--- config.mk ---
export PLATFORM = sky130hd
export DESIGN_NAME = dbg_watch_unit
export DESIGN_NICKNAME = d
export VERILOG_FILES = /design/src/rtl/dbg_watch_pkg.sv /design/src/rtl/dbg_slot_cmp.sv /design/src/rtl/dbg_status_reg.sv /design/src/rtl/dbg_watch_unit.sv
export SDC_FILE = /design/constraint.sdc
export NUM_CORES = 1
export LEC_CHECK = 0
export ABC_AREA = 1
export BUFFER_PORTS_ARGS = -buffer_cell sky130_fd_sc_hd__buf_4
export CELL_PAD_IN_SITES_DETAIL_PLACEMENT = 1
export CELL_PAD_IN_SITES_GLOBAL_PLACEMENT = 2
export CORE_UTILIZATION = 35
export DETAILED_ROUTE_END_ITERATION = 10
export PLACE_DENSITY = 0.88
export SLEW_MARGIN = 20
export SYNTH_ARGS = -nofsm -noshare
export SYNTH_HDL_FRONTEND = slang
export SYNTH_HIERARCHICAL = 1
export SYNTH_SLANG_ARGS = --single-unit
--- constraint.sdc ---
create_clock -name clk -period 9.75 [get_ports clk]
set_input_delay 0 -clock clk [delete_from_list [all_inputs] [get_ports clk]]
set_output_delay 0 -clock clk [all_outputs]
set_load 0.01 [all_outputs]
--- src/rtl/dbg_watch_pkg.sv ---
package dbg_watch_pkg;
  localparam int NSLOT = 4;
  localparam int REG_W = 32;
  localparam int NSTAT = NSLOT + 1;

  localparam logic [1:0] ACC_FETCH = 2'b00;
  localparam logic [1:0] ACC_WRITE = 2'b01;
  localparam logic [1:0] ACC_READ  = 2'b10;

  localparam logic [1:0] MODE_EXEC = 2'b00;
  localparam logic [1:0] MODE_WR   = 2'b01;
  localparam logic [1:0] MODE_RSV  = 2'b10;
  localparam logic [1:0] MODE_RW   = 2'b11;

  localparam logic [2:0] OFS_STATUS = 3'd6;
  localparam logic [2:0] OFS_CTRL   = 3'd7;

  // watched byte count for a slot length code (note 10 -> 8, 11 -> 4)
  function automatic logic [3:0] len_bytes(input logic [1:0] code);
    case (code)
      2'b00:   return 4'd1;
      2'b01:   return 4'd2;
      2'b10:   return 4'd8;
      default: return 4'd4;
    endcase
  endfunction

  function automatic logic [3:0] acc_bytes(input logic [1:0] sz);
    return 4'd1 << sz;
  endfunction

  function automatic logic [REG_W-1:0] ctrl_mask();
    logic [REG_W-1:0] m;
    m = '0;
    for (int i = 0; i < NSLOT; i++) begin
      m[i] = 1'b1;
      m[8+4*i +: 4] = 4'hF;
    end
    return m;
  endfunction
endpackage

--- src/rtl/dbg_slot_cmp.sv ---
module dbg_slot_cmp
  import dbg_watch_pkg::*;
#(
  parameter int ADDR_W = 16
) (
  input  logic              clk,
  input  logic              rst_n,
  input  logic              en,
  input  logic [1:0]        mode,
  input  logic [1:0]        len_code,
  input  logic [ADDR_W-1:0] slot_addr,
  input  logic              acc_valid,
  input  logic [1:0]        acc_kind,
  input  logic [ADDR_W-1:0] acc_addr,
  input  logic [1:0]        acc_size,
  output logic              hit
);
  localparam int PADW = ADDR_W - 3;

  logic [ADDR_W-1:0] low_mask;
  logic [ADDR_W:0]   win_lo, win_hi, a_lo, a_hi;
  logic              kind_ok, overlap;

  always_comb begin
    low_mask = ADDR_W'(len_bytes(len_code) - 4'd1);
    win_lo   = {1'b0, slot_addr & ~low_mask};
    win_hi   = win_lo + {{PADW{1'b0}}, len_bytes(len_code) - 4'd1};
    a_lo     = {1'b0, acc_addr};
    a_hi     = a_lo + {{PADW{1'b0}}, acc_bytes(acc_size) - 4'd1};
    overlap  = (a_lo <= win_hi) && (win_lo <= a_hi);
    case (mode)
      MODE_EXEC: kind_ok = (acc_kind == ACC_FETCH);
      MODE_WR:   kind_ok = (acc_kind == ACC_WRITE);
      MODE_RW:   kind_ok = (acc_kind == ACC_WRITE) || (acc_kind == ACC_READ);
      default:   kind_ok = 1'b0;
    endcase
    hit = en && acc_valid && kind_ok && overlap;
  end

  AST_DISABLED_SILENT: assert property (@(posedge clk) disable iff (!rst_n)
    !en |-> !hit);
  AST_RSV_MODE_SILENT: assert property (@(posedge clk) disable iff (!rst_n)
    (mode == MODE_RSV) |-> !hit);
endmodule

--- src/rtl/dbg_status_reg.sv ---
module dbg_status_reg #(
  parameter int W = 5
) (
  input  logic         clk,
  input  logic         rst_n,
  input  logic         wr,
  input  logic [W-1:0] wdata,
  input  logic [W-1:0] set,
  output logic [W-1:0] q
);
  always_ff @(posedge clk) begin
    if (!rst_n)  q <= '0;
    else if (wr) q <= (q & wdata) | set;
    else         q <= q | set;
  end

  AST_STICKY_HOLD: assert property (@(posedge clk) disable iff (!rst_n)
    !wr |=> ((q & $past(q)) == $past(q)));
  AST_SET_LANDS: assert property (@(posedge clk) disable iff (!rst_n)
    (set != '0) |=> ((q & $past(set)) == $past(set)));
endmodule

--- src/rtl/dbg_watch_unit.sv ---
module dbg_watch_unit
  import dbg_watch_pkg::*;
#(
  parameter int ADDR_W = 16
) (
  input  logic              clk,
  input  logic              rst_n,
  input  logic              reg_we,
  input  logic [2:0]        reg_addr,
  input  logic [31:0]       reg_wdata,
  output logic [31:0]       reg_rdata,
  input  logic              acc_valid,
  input  logic [1:0]        acc_kind,
  input  logic [ADDR_W-1:0] acc_addr,
  input  logic [1:0]        acc_size,
  input  logic              step_done,
  output logic              dbg_exc,
  output logic [ADDR_W-1:0] dbg_addr
);
  localparam logic [REG_W-1:0] CMASK = ctrl_mask();

  logic [ADDR_W-1:0] slot_q [NSLOT];
  logic [REG_W-1:0]  ctrl_q;
  logic [NSLOT-1:0]  slot_hit;
  logic              any_hit;
  logic [NSTAT-1:0]  status_q;
  logic              status_wr;

  always_ff @(posedge clk) begin
    if (!rst_n) begin
      ctrl_q <= '0;
      for (int i = 0; i < NSLOT; i++) slot_q[i] <= '0;
    end else if (reg_we) begin
      if (reg_addr == OFS_CTRL) ctrl_q <= reg_wdata & CMASK;
      for (int i = 0; i < NSLOT; i++)
        if (reg_addr == 3'(i)) slot_q[i] <= reg_wdata[ADDR_W-1:0];
    end
  end

  for (genvar g = 0; g < NSLOT; g++) begin : g_slot
    dbg_slot_cmp #(.ADDR_W(ADDR_W)) u_cmp (
      .clk      (clk),
      .rst_n    (rst_n),
      .en       (ctrl_q[g]),
      .mode     (ctrl_q[8+4*g +: 2]),
      .len_code (ctrl_q[10+4*g +: 2]),
      .slot_addr(slot_q[g]),
      .acc_valid(acc_valid),
      .acc_kind (acc_kind),
      .acc_addr (acc_addr),
      .acc_size (acc_size),
      .hit      (slot_hit[g])
    );
  end

  assign any_hit   = |slot_hit;
  assign status_wr = reg_we && (reg_addr == OFS_STATUS);

  dbg_status_reg #(.W(NSTAT)) u_status (
    .clk  (clk),
    .rst_n(rst_n),
    .wr   (status_wr),
    .wdata(reg_wdata[NSTAT-1:0]),
    .set  ({step_done, slot_hit}),
    .q    (status_q)
  );

  always_ff @(posedge clk) begin
    if (!rst_n) begin
      dbg_exc  <= 1'b0;
      dbg_addr <= '0;
    end else begin
      dbg_exc <= any_hit || step_done;
      if (any_hit) dbg_addr <= acc_addr;
    end
  end

  always_comb begin
    reg_rdata = '0;
    if (reg_addr < 3'(NSLOT)) reg_rdata = REG_W'(slot_q[reg_addr[1:0]]);
    else if (reg_addr == OFS_STATUS) reg_rdata = REG_W'(status_q);
    else if (reg_addr == OFS_CTRL) reg_rdata = ctrl_q;
  end

  AST_CTRL_MASKED: assert property (@(posedge clk) disable iff (!rst_n)
    (reg_we && reg_addr == OFS_CTRL) |=> (ctrl_q == ($past(reg_wdata) & CMASK)));
  AST_EXC_HAS_CAUSE: assert property (@(posedge clk) disable iff (!rst_n)
    dbg_exc |-> (status_q != '0));
  AST_ADDR_CAPTURE: assert property (@(posedge clk) disable iff (!rst_n)
    any_hit |=> (dbg_addr == $past(acc_addr)));
endmodule

==> results of run 1 <==
[stage by stage]
| stage | instance area [µm²] | setup WS (ns) | utilization, % |
|---|---|---|---|
| 3_3_place_gp | 12600 | 5.175 | 38.82 |
| 3_5_place_dp | 12600 | 5.106 | 38.82 |
| 6_report | 13030 | 5.417 | 40.14 |
| 5_1_grt | 13030 | 5.000 | 40.14 |
| 2_1_floorplan | 11550 | 6.375 | - |
| 4_1_cts | 13030 | 5.398 | 40.14 |
[registers in the layout, indices dropped and copies added, names as in the netlist]
register	flops
slot_q	64
ctrl_q	20
dbg_addr	16
u_status/q	5
dbg_exc	1
[worst max-delay path: cells and delay by family, from the launching register on]
kind / cells / cell delay [ns]
buffers and inverters: 2 / 0.20
adders and majority gates: 2 / 0.38
and+or+nand+nor: 17 / 2.61
DFF: 1 / 0.50
AOI/OAI and AO/OA: 1 / 0.33
xor gates and xnor gates: 1 / 0.17
[per-layer routing]
| metal | up-vias | wire (µm) |
|---|---|---|
| li1 | 5526 | - |
| met1 | 5212 | 19430 |
| met2 | 206 | 18070 |
| met3 | 29 | 1394 |
| met4 | 0 | 597 |
| met5 | - | 0 |
[final cells by class]
type                            instances  area [µm²]  share of cell area, %
Inverter                              290        1094                  8.394
Timing Repair Buffer                  107       835.8                  6.416
Multi-Input combinational cell       1298        7482                  57.43
Tap cell                              442       553.0                  4.245
Clock inverter                          7       75.07                 0.5763
Clock buffer                            9       225.2                  1.729
Sequential cell                       106        2763                  21.21
[worst max path at each step]
stage	to	cells past startpoint	from	slack [ns]
6_report	dbg_addr[14]$_SDFFE_PN0P_	23	ctrl_q[15]$_SDFFE_PN0P_	5.42
5_1_grt	dbg_addr[14]$_SDFFE_PN0P_	23	ctrl_q[15]$_SDFFE_PN0P_	5.00
4_1_cts	dbg_addr[14]$_SDFFE_PN0P_	24	ctrl_q[15]$_SDFFE_PN0P_	5.40
3_5_place_dp	dbg_addr[2]$_SDFFE_PN0P_	28	acc_size[1]	5.11
3_3_place_gp	dbg_exc$_SDFF_PN0_	28	acc_size[1]	5.17
2_1_floorplan	dbg_addr[0]$_SDFFE_PN0P_	29	acc_size[0]	6.38
[logic make-up after synthesis]
group	count (synthesis)	share of synthesized area, %
compound gates	125	6.010
simple gates	914	34.37
other cells	5	0.1630
fa+ha+maj	164	18.09
xor+xnor	79	6.010
buf+inv	324	11.37
flops	106	24.00
[power breakdown]
group / leakage, µW / internal (µW) / switching [µW]
registers: 0.000959 / 498 / 25.2
logic: 0.00575 / 178 / 318
clock network: 0.000145 / 183 / 189
total: 0.00686 / 860 / 532
[cells in the final DEF, fill, tap and decap left out, types with 10 or more instances in the layout]
master and count:
o21ai_0 22, xnor2_1 26, ha_1 160, dlygate4sd3_1 13
nand2_2 12, nor2_1 229, nand2_1 509, nor3_1 18
buf_4 94, inv_1 275, nand3_2 10, conb_1 16
dfxtp_1 42, nand3_1 49, a21oi_1 81, xor2_1 53
nand4_1 19, edfxtp_1 64, inv_2 11, nor2_2 23
[what timing repair did]
| item | in CTS | in global routing |
|---|---|---|
| resized for setup | 0 | 0 |
| hold buffers | 13 | 0 |
| endpoints found under the setup margin | 0 | 0 |
| hold endpoints to repair | 13 | 0 |
==> flow_metrics.env, run 1 <==
export IMPL_crit_fanout=17
export IMPL_yosysTopAreaCellShare_pct=17.39
export IMPL_ir_worst_vdd_mv=0.07222
export IMPL_htree_num_levels=3
export IMPL_whs_ns=0.02278
export IMPL_drc_errors=0
export IMPL_grt_util_all_layers_pct=24.10
export IMPL_grt_pass1_wl_mm=61.82
export IMPL_ys_top_cells_by_count="nand2_1, inv_1, nor2_1"
export IMPL_postCtsSetupRepairBufs=0
export IMPL_mappedNetlistArea_um2=11510
export IMPL_synth_cell_types=48
export IMPL_die_w_um=183.4
export IMPL_initial_utilization_pct=35.47
export IMPL_vias=10973
export IMPL_synth_area_leaders="ha_1, edfxtp_1, nand2_1"
export IMPL_r2r_cells=23
export IMPL_arrival_ns=4.57
export IMPL_drv_slew=0
export IMPL_status="completed"
export IMPL_grt_ovfl_total=0
export IMPL_drive_above_1_share_pct=11.17
export IMPL_dp_cells=2230
export IMPL_grt_max_degree=47
export IMPL_numClockSinks=106
export IMPL_synth_top_flop_cell="edfxtp_1"
export IMPL_r2r_end="dbg_addr[14]$_SDFFE_PN0P_"
export IMPL_rows=66
export IMPL_syn_inst=1717
export IMPL_regToRegSetupSlack_ns=5.42
export IMPL_slew_headroom_pct=49.02
export IMPL_crit_type="reg2reg"
export IMPL_period_minus_slack_ns=4.333
export IMPL_die_h_um=183.4
export IMPL_yosys_warnings=6
export IMPL_final_hold_violation_count=0
export IMPL_rsz0062_at_grt="no"
export IMPL_root_buffer="clkbuf_16"
export IMPL_vias_per_cell=4.857
export IMPL_fmax_mhz=230.8
export IMPL_finalPower_uw=1392
export IMPL_p_leak_uw=0.006859
export IMPL_skew_ns=0.01721
export IMPL_hold_path_cell_count=5
export IMPL_cp_data_required_time_ns=9.99
export IMPL_min_delay_start="reg_wdata[3]"
export IMPL_gr_usage_met2_pct=40.40
export IMPL_diodes=0
export IMPL_cts_buffer_depth=2
export IMPL_core_area_um2=32450
export IMPL_crit_slowest_cell="nor2_2"
export IMPL_syn_avg_cell_area_um2=6.705
export IMPL_whs_endpoint="u_status/q[3]$_SDFF_PN0_"
export IMPL_grt_pass1_vias=11138
export IMPL_worstMarginPinSlew_ns=0.7629
export IMPL_first_iter_violations=547
export IMPL_post_synth_top_count_cell="nand2_1"
export IMPL_gp_congestion=0.8291
export IMPL_cap_violations=0
export IMPL_synth_seq_cells=106
export IMPL_endpoint_kind="register"
export IMPL_drtPass1Iterations=4
export IMPL_critical_path_max_stage_delay_ns=0.53
export IMPL_drt_total_wl_mm=39.49
export IMPL_ant_nets=0
export IMPL_worst_path_most_repeated_cell="nand2_1"
export IMPL_cts_buffers=9
export IMPL_hpwlAfterDp_mm=31.24
export IMPL_antenna_found_initial=1
export IMPL_finalSetupTns_ns=0
export IMPL_met1_usage_pct=33.92
export IMPL_nets=2036
export IMPL_startpoint_type="register"
export IMPL_io_pins=109
export IMPL_hold_path_class="in2reg"
export IMPL_final_cells=2259
export IMPL_period_share_pct=44.44
export IMPL_powerDensity_nw_per_um2=106.8
export IMPL_synth_top_cell_by_area="ha_1"
export IMPL_path_cells="inv_2, nand2_1, ha_1, inv_1, nor2_4, nor2_2, xor2_1, ha_1, nand2_1, nor2_1, nand3b_1, nand3_1, nand2_1, nand2_1, nand2_1, nand2_1, nand3_2, nand2_2, nor2_2, nor2_2, nand2_1, o21ai_0, nor2_1"
export IMPL_clk_pin_slew_ns=0.08
export IMPL_wire_per_inst_um=17.48
export IMPL_seq_area_frac_synth_pct=24.00
export IMPL_io_buffers=92
export IMPL_synthToLayoutAreaGrowth_pct=13.16
export IMPL_ys_async_sr_fraction_pct=0
export IMPL_fill_cells=4219
export IMPL_tritoncts="done"
export IMPL_setup_viol=0
export IMPL_timing_rr_start="ctrl_q[15]$_SDFFE_PN0P_"
export IMPL_top_usage_layer="met2"
export IMPL_met3_usage_pct=1.688
export IMPL_dieArea_um2=33620
export IMPL_synth_edf_count=64
export IMPL_clk_latency_ns=0.36
Power figures use the tool's default switching activity.
==> inputs of run 2 (changes only) <==
--- a/config.mk
+++ b/config.mk
@@ -5,13 +5,13 @@
 export SDC_FILE = /design/constraint.sdc
 export NUM_CORES = 1
 export LEC_CHECK = 0
-export ABC_AREA = 1
+export ABC_AREA = 0
 export BUFFER_PORTS_ARGS = -buffer_cell sky130_fd_sc_hd__buf_4
 export CELL_PAD_IN_SITES_DETAIL_PLACEMENT = 1
 export CELL_PAD_IN_SITES_GLOBAL_PLACEMENT = 2
 export CORE_UTILIZATION = 35
 export DETAILED_ROUTE_END_ITERATION = 10
-export PLACE_DENSITY = 0.88
+export PLACE_DENSITY = 0.81
 export SLEW_MARGIN = 20
 export SYNTH_ARGS = -nofsm -noshare
 export SYNTH_HDL_FRONTEND = slang
==> constraint.sdc (replaced) <==
create_clock -name clk -period 4 [get_ports clk]
set_input_delay 0 -clock clk [delete_from_list [all_inputs] [get_ports clk]]
set_output_delay 0 -clock clk [all_outputs]
set_load 0.01 [all_outputs]
==> run 2 against run 1 <==
  * Register-to-register slack got worse by 5.2 ns
  * Cell count fell by 22%
  * Design area decreased by 2.3%
  * Clock skew is 0.0068 ns lower
  * Synthesized area shrank 8.3%
  * Worst setup slack lost 5.2 ns
  * Utilization increased by 2.8 points
==> flow_metrics.env, run 2 <==
export IMPL_grt_pass1_wl_mm=59.62
export IMPL_crit_type="reg2reg"
export IMPL_cts_buffers=9
export IMPL_cp_data_required_time_ns=4.24
export IMPL_layout_common_cells="buf_4, ha_1, nand2_1"
export IMPL_clk_latency_ns=0.36
export IMPL_syn_avg_cell_area_um2=8.877
export IMPL_startpoint_type="register"
export IMPL_diodes=0
export IMPL_seqCellArea_um2=2765
export IMPL_clk_pin_slew_ns=0.07
export IMPL_drt_total_wl_mm=39.48
export IMPL_fmax_mhz=264.7
export IMPL_ys_async_sr_fraction_pct=0
export IMPL_synth_top_flop_cell="edfxtp_1"
export IMPL_powerDensity_nw_per_um2=259.6
export IMPL_synth_seq_cells=106
export IMPL_io_pins=109
export IMPL_fill_cells=3547
export IMPL_regToRegSetupSlack_ns=0.22
export IMPL_ys_top_cells_by_count="ha_1, nand2_1, and2_1"
export IMPL_die_h_um=175.7
export IMPL_final_hold_violation_count=0
export IMPL_synth_edf_count=64
export IMPL_drc_errors=0
export IMPL_largest_reg_flops=64
export IMPL_tritoncts="done"
export IMPL_reg_top3="slot_q x64, ctrl_q x20, dbg_addr x16"
export IMPL_crit_fanout=17
export IMPL_grt_util_all_layers_pct=25.82
export IMPL_ir_worst_vdd_mv=0.1792
export IMPL_skew_ns=0.01041
export IMPL_largest_register="slot_q"
export IMPL_p_leak_uw=0.005574
export IMPL_io_buffers=92
export IMPL_hold_path_cell_count=3
export IMPL_synthToLayoutAreaGrowth_pct=20.55
export IMPL_slew_headroom_pct=32.37
export IMPL_numClockSinks=106
export IMPL_seq_area_frac_synth_pct=26.17
export IMPL_period_minus_slack_ns=3.778
export IMPL_wire_per_inst_um=22.47
export IMPL_place_ws_ns=-0.2799
export IMPL_min_delay_start="acc_addr[10]"
export IMPL_post_dp_cell_area_um2=12100
export IMPL_hpwlAfterDp_mm=31.78
export IMPL_drive_above_1_share_pct=17.19
export IMPL_layout_commonest_cell="buf_4"
export IMPL_r2r_end="dbg_addr[0]$_SDFFE_PN0P_"
export IMPL_whs_ns=0.04097
export IMPL_initial_utilization_pct=35.61
export IMPL_yosys_warnings=6
export IMPL_timing_rr_start="ctrl_q[18]$_SDFFE_PN0P_"
export IMPL_status="completed"
export IMPL_cts_buffer_depth=2
export IMPL_worstMarginPinSlew_ns=1.011
export IMPL_dieArea_um2=30860
export IMPL_yosysTopAreaCellShare_pct=18.97
export IMPL_antenna_found_initial=1
export IMPL_nets=1586
export IMPL_synth_area_leaders="ha_1, edfxtp_1, dfxtp_1"
export IMPL_endpoint_kind="register"
export IMPL_synth_cell_types=72
export IMPL_final_area_um2=12720
export IMPL_setup_viol=0
export IMPL_die_w_um=175.7
export IMPL_rows=63
export IMPL_core_area_um2=29640
export IMPL_drtPass1Iterations=4
export IMPL_multiInputGateArea_um2=7466
export IMPL_rsz0062_at_grt="no"
export IMPL_period_share_pct=94.44
export IMPL_gp_congestion=0.9098
export IMPL_grt_ovfl_total=0
export IMPL_setup_ws_ns=0.2224
export IMPL_grt_pass1_vias=10017
export IMPL_r2r_cells=16
export IMPL_vias=9821
export IMPL_htree_num_levels=3
export IMPL_root_buffer="clkbuf_16"
export IMPL_ant_nets=0
export IMPL_first_iter_violations=566
export IMPL_mappedNetlistArea_um2=10560
export IMPL_vias_per_cell=5.590
export IMPL_grt_max_degree=48
export IMPL_hold_path_class="in2reg"
export IMPL_post_synth_top_count_cell="ha_1"
export IMPL_synth_top_cell_by_area="ha_1"
export IMPL_drv_slew=0
export IMPL_syn_inst=1189
export IMPL_arrival_ns=4.01
export IMPL_whs_endpoint="dbg_addr[10]$_SDFFE_PN0P_"
export IMPL_cap_violations=0
-- run 2: cell count changes in the layout (fill, tap and decap cells not counted), sizes merged, moves of 26 or more --
| cell | change |
|---|---|
| mux2i | +30 |
| and2 | +102 |
| inv | -233 |
| a21o | +26 |
| nand2 | -387 |
| a21oi | -35 |
| nor2 | -208 |
| buf | +68 |
| a21boi | +34 |
-- run 2: layout make-up --
| type | instances | area share, % |
|---|---|---|
| clock buffer | 11 | 2.075 |
| clock inverter | 5 | 0.4130 |
| inverter | 56 | 1.652 |
| multi-input combinational | 1002 | 58.67 |
| sequential | 106 | 21.73 |
| tap | 390 | 3.835 |
| timing repair buffer | 187 | 11.62 |
-- run 2: per-layer routing --
layer  wire [µm]  track usage [%]
met4        1100            7.971
met1       18010            35.26
met3        2153            2.662
met2       18210            42.64
met5           8                0
-- run 2: per-stage QoR --
stage / power (µW) / TNS [ns] / utilization (%) / cells
after floorplan: 1899 / 0 / - / 1200
final: 3304 / 0 / 42.93 / 1757
after CTS: 3305 / 0 / 42.75 / 1757
after global routing: 3481 / 0 / 42.93 / 1757
after global placement: 2314 / -2.553 / 40.84 / 1716
after detailed placement: 2351 / -4.352 / 40.84 / 1716
-- run 2: power breakdown --
group	switching (µW)	leakage (µW)	internal [µW]
clock network	445	0.000153	493
logic	624	0.00446	465
registers	67.5	0.000959	1210
total	1140	0.00557	2170
-- run 2: worst max-delay path by stage --
| stage | cells past startpoint | from | slack (ns) | endpoint |
|---|---|---|---|---|
| floorplan | 17 | ctrl_q[18]$_SDFFE_PN0P_ | 0.12 | dbg_addr[0]$_SDFFE_PN0P_ |
| global placement | 17 | acc_size[0] | -0.18 | dbg_exc$_SDFF_PN0_ |
| detailed placement | 20 | acc_size[0] | -0.28 | dbg_addr[2]$_SDFFE_PN0P_ |
| CTS | 20 | acc_size[0] | 0.07 | dbg_addr[2]$_SDFFE_PN0P_ |
| global route | 21 | acc_size[1] | 0.008 | dbg_addr[8]$_SDFFE_PN0P_ |
| finish | 16 | ctrl_q[18]$_SDFFE_PN0P_ | 0.22 | dbg_addr[0]$_SDFFE_PN0P_ |
-- run 2: repair_timing --
item                                   CTS  global route
setup endpoints to repair                0            17
resized for setup                        0            14
endpoints found under the hold margin   50             0
hold buffers                            25             0
setup buffers                            0             0
-- run 2: kinds of logic (layout without fill, tap and decap cells) --
logic type	count (synthesis)	after routing	synth area share [%]
buf+inv	92	259	4.018
other cells	5	16	0.1778
mux	37	37	3.912
xor+xnor	84	84	6.970
fa+ha+maj	164	164	19.73
flops	106	106	26.17
simple gates	495	495	25.83
compound gates	206	206	13.19
-- run 2: critical path, cell delays in order, from the launching register on --
cell and delay [ns]:
dfxtp_1 0.43, or2b_2 0.32, ha_1 0.18, or2b_2 0.18, buf_4 0.17, and2_1 0.20, xor2_1 0.09, ha_1 0.29
a21o_1 0.12, nand3_1 0.08, a21oi_1 0.17, a2111oi_0 0.08, a311oi_1 0.31, a311oi_2 0.12, or4_4 0.69, nand2_1 0.12
a21boi_0 0.09
==> inputs of run 3 (changes only) <==
==> constraint.sdc (replaced) <==
create_clock -name clk -period 4.85 [get_ports clk]
set_input_delay 0 -clock clk [delete_from_list [all_inputs] [get_ports clk]]
set_output_delay 0 -clock clk [all_outputs]
set_load 0.01 [all_outputs]
==> run 3 against run 2 <==
  * Sequential share of layout area is 0.94 points higher
  * Fmax shrank 15%
  * Sequential power fell by 18%
  * Global-route usage is 1.3 points lower
  * Non-clock buffer count decreased by 57
  * Clock power shrank 25%
  * Critical endpoint is now dbg_addr[12]$_SDFFE_PN0P_
  * Highest routed layer is now met4
==> flow_metrics.env, run 3 (synthesis results as in run 2) <==
export IMPL_die_w_um=175.7
export IMPL_largest_reg_flops=64
export IMPL_cp_data_required_time_ns=5.12
export IMPL_grt_pass1_vias=9594
export IMPL_grt_util_all_layers_pct=24.52
export IMPL_io_pins=109
export IMPL_p_leak_uw=0.005269
export IMPL_status="completed"
export IMPL_antenna_found_initial=0
export IMPL_finalSetupTns_ns=0
export IMPL_endpoint_kind="register"
export IMPL_core_area_um2=29640
export IMPL_drtPass1Iterations=5
export IMPL_fill_cells=3504
export IMPL_hold_path_class="in2reg"
export IMPL_setup_viol=0
export IMPL_place_ws_ns=0.1402
export IMPL_reg_top3="slot_q x64, ctrl_q x20, dbg_addr x16"
export IMPL_drv_slew=0
export IMPL_final_hold_violation_count=0
export IMPL_crit_type="reg2reg"
export IMPL_cap_violations=0
export IMPL_drive_above_1_share_pct=12.52
export IMPL_finalPower_uw=2592
export IMPL_clk_latency_ns=0.36
export IMPL_rsz0062_at_grt="no"
export IMPL_grt_pass1_wl_mm=56.28
export IMPL_initial_utilization_pct=35.61
export IMPL_drt_total_wl_mm=37.39
export IMPL_largest_register="slot_q"
export IMPL_rows=63
export IMPL_hpwlAfterDp_mm=28.95
export IMPL_critical_path_max_stage_delay_ns=0.84
export IMPL_cts_buffers=9
export IMPL_drc_errors=0
export IMPL_io_buffers=92
export IMPL_worst_path_most_repeated_cell="ha_1"
export IMPL_synthToLayoutAreaGrowth_pct=15.43
export IMPL_r2r_cells=15
export IMPL_crit_slowest_cell="nor4_4"
export IMPL_htree_num_levels=3
export IMPL_vias_per_cell=5.496
export IMPL_tritoncts="done"
export IMPL_wire_per_inst_um=21.99
export IMPL_first_iter_violations=587
export IMPL_diodes=0
export IMPL_worstMarginPinSlew_ns=0.9944
export IMPL_period_minus_slack_ns=4.452
export IMPL_period_share_pct=91.80
export IMPL_postCtsSetupRepairBufs=0
export IMPL_clk_pin_slew_ns=0.08
export IMPL_powerDensity_nw_per_um2=212.8
export IMPL_slew_headroom_pct=33.46
export IMPL_ant_nets=0
export IMPL_die_h_um=175.7
export IMPL_root_buffer="clkbuf_16"
export IMPL_vias=9343
export IMPL_dieArea_um2=30860
export IMPL_grt_ovfl_total=0
export IMPL_gp_congestion=0.8541
export IMPL_ir_worst_vdd_mv=0.1788
export IMPL_arrival_ns=4.73
export IMPL_path_cells="or2b_1, ha_1, nand2b_1, and2_1, xor2_1, ha_1, nand3_1, or3_1, nor2_1, a2111oi_0, o21ai_0, a311oi_2, nor4_4, nand2_1, a21boi_0"
export IMPL_crit_fanout=16
export IMPL_fmax_mhz=224.6
export IMPL_layout_commonest_cell="ha_1"
export IMPL_hold_path_cell_count=3
export IMPL_setup_ws_ns=0.3979
export IMPL_startpoint_type="register"
export IMPL_cts_resized=0
export IMPL_numClockSinks=106
export IMPL_nets=1529
export IMPL_skew_ns=0.01117
export IMPL_cts_buffer_depth=2
export IMPL_ctsHoldBuffers=25
export IMPL_grt_max_degree=48
export IMPL_layout_common_cells="ha_1, nand2_1, buf_4"
## run 3: cell count changes in the layout (fill, tap and decap cells not counted), sizes merged
| cell | previous run | this run |
|---|---|---|
| buf | 162 | 105 |
| clkinvlp | 1 | 0 |
| inv | 59 | 58 |
| clkinv | 1 | 2 |
| clkbuf | 11 | 12 |
## run 3: final timing paths
| kind | start | endpoint | slack (ns) |
|---|---|---|---|
| worst max-delay path | ctrl_q[14]$_SDFFE_PN0P_ | dbg_addr[12]$_SDFFE_PN0P_ | 0.40 |
| worst max register to register | ctrl_q[14]$_SDFFE_PN0P_ | dbg_addr[12]$_SDFFE_PN0P_ | 0.40 |
| worst min register to register | dbg_addr[15]$_SDFFE_PN0P_ | dbg_addr[15]$_SDFFE_PN0P_ | 0.46 |
| worst min-delay path | acc_addr[2] | dbg_addr[2]$_SDFFE_PN0P_ | 0.04 |
## run 3: critical path, delay by kind of cell (launching register included)
kind	cells	cell delay (ns)
XOR/XNOR	1	0.10
AND/OR/NAND/NOR	8	2.55
adder cells (fa/ha/maj)	2	0.48
flip-flops	1	0.45
AO/OA/AOI/OAI	4	0.76
## run 3: cell type report
type                    count  area, µm²  share of cell area (%)
multi-input cells        1002       7418                   60.89
repair buffers            130       1039                   8.523
inverters                  56      210.2                   1.725
well taps                 390      488.0                   4.005
clock buffers              12      239.0                   1.961
clock inverters             4      27.53                  0.2259
flip-flops and latches    106       2763                   22.67
## run 3: power by group
part,leakage (µW),internal (µW),switching [µW]
clock network,0.000135,355,346
registers,0.000958,998,52.1
logic,0.00418,349,493
## run 3: layer usage
layer	track usage (%)	vias to the layer above	share of wire, %
met5	0	-	0
met4	6.159	0	2.0
met3	2.468	40	4.4
met2	40.58	208	47
met1	33.96	4627	47
li1	-	4468	-
## run 3: stage by stage
step	cell area (µm²)	hold slack [ns]	util (%)	cells
4_1_cts	12180	0.03235	41.11	1700
5_1_grt	12180	0.04356	41.11	1700
6_report	12180	0.04010	41.11	1700
3_3_place_gp	11670	0.2532	39.37	1659
2_1_floorplan	10600	0.1238	-	1200
3_5_place_dp	11670	0.2591	39.37	1659
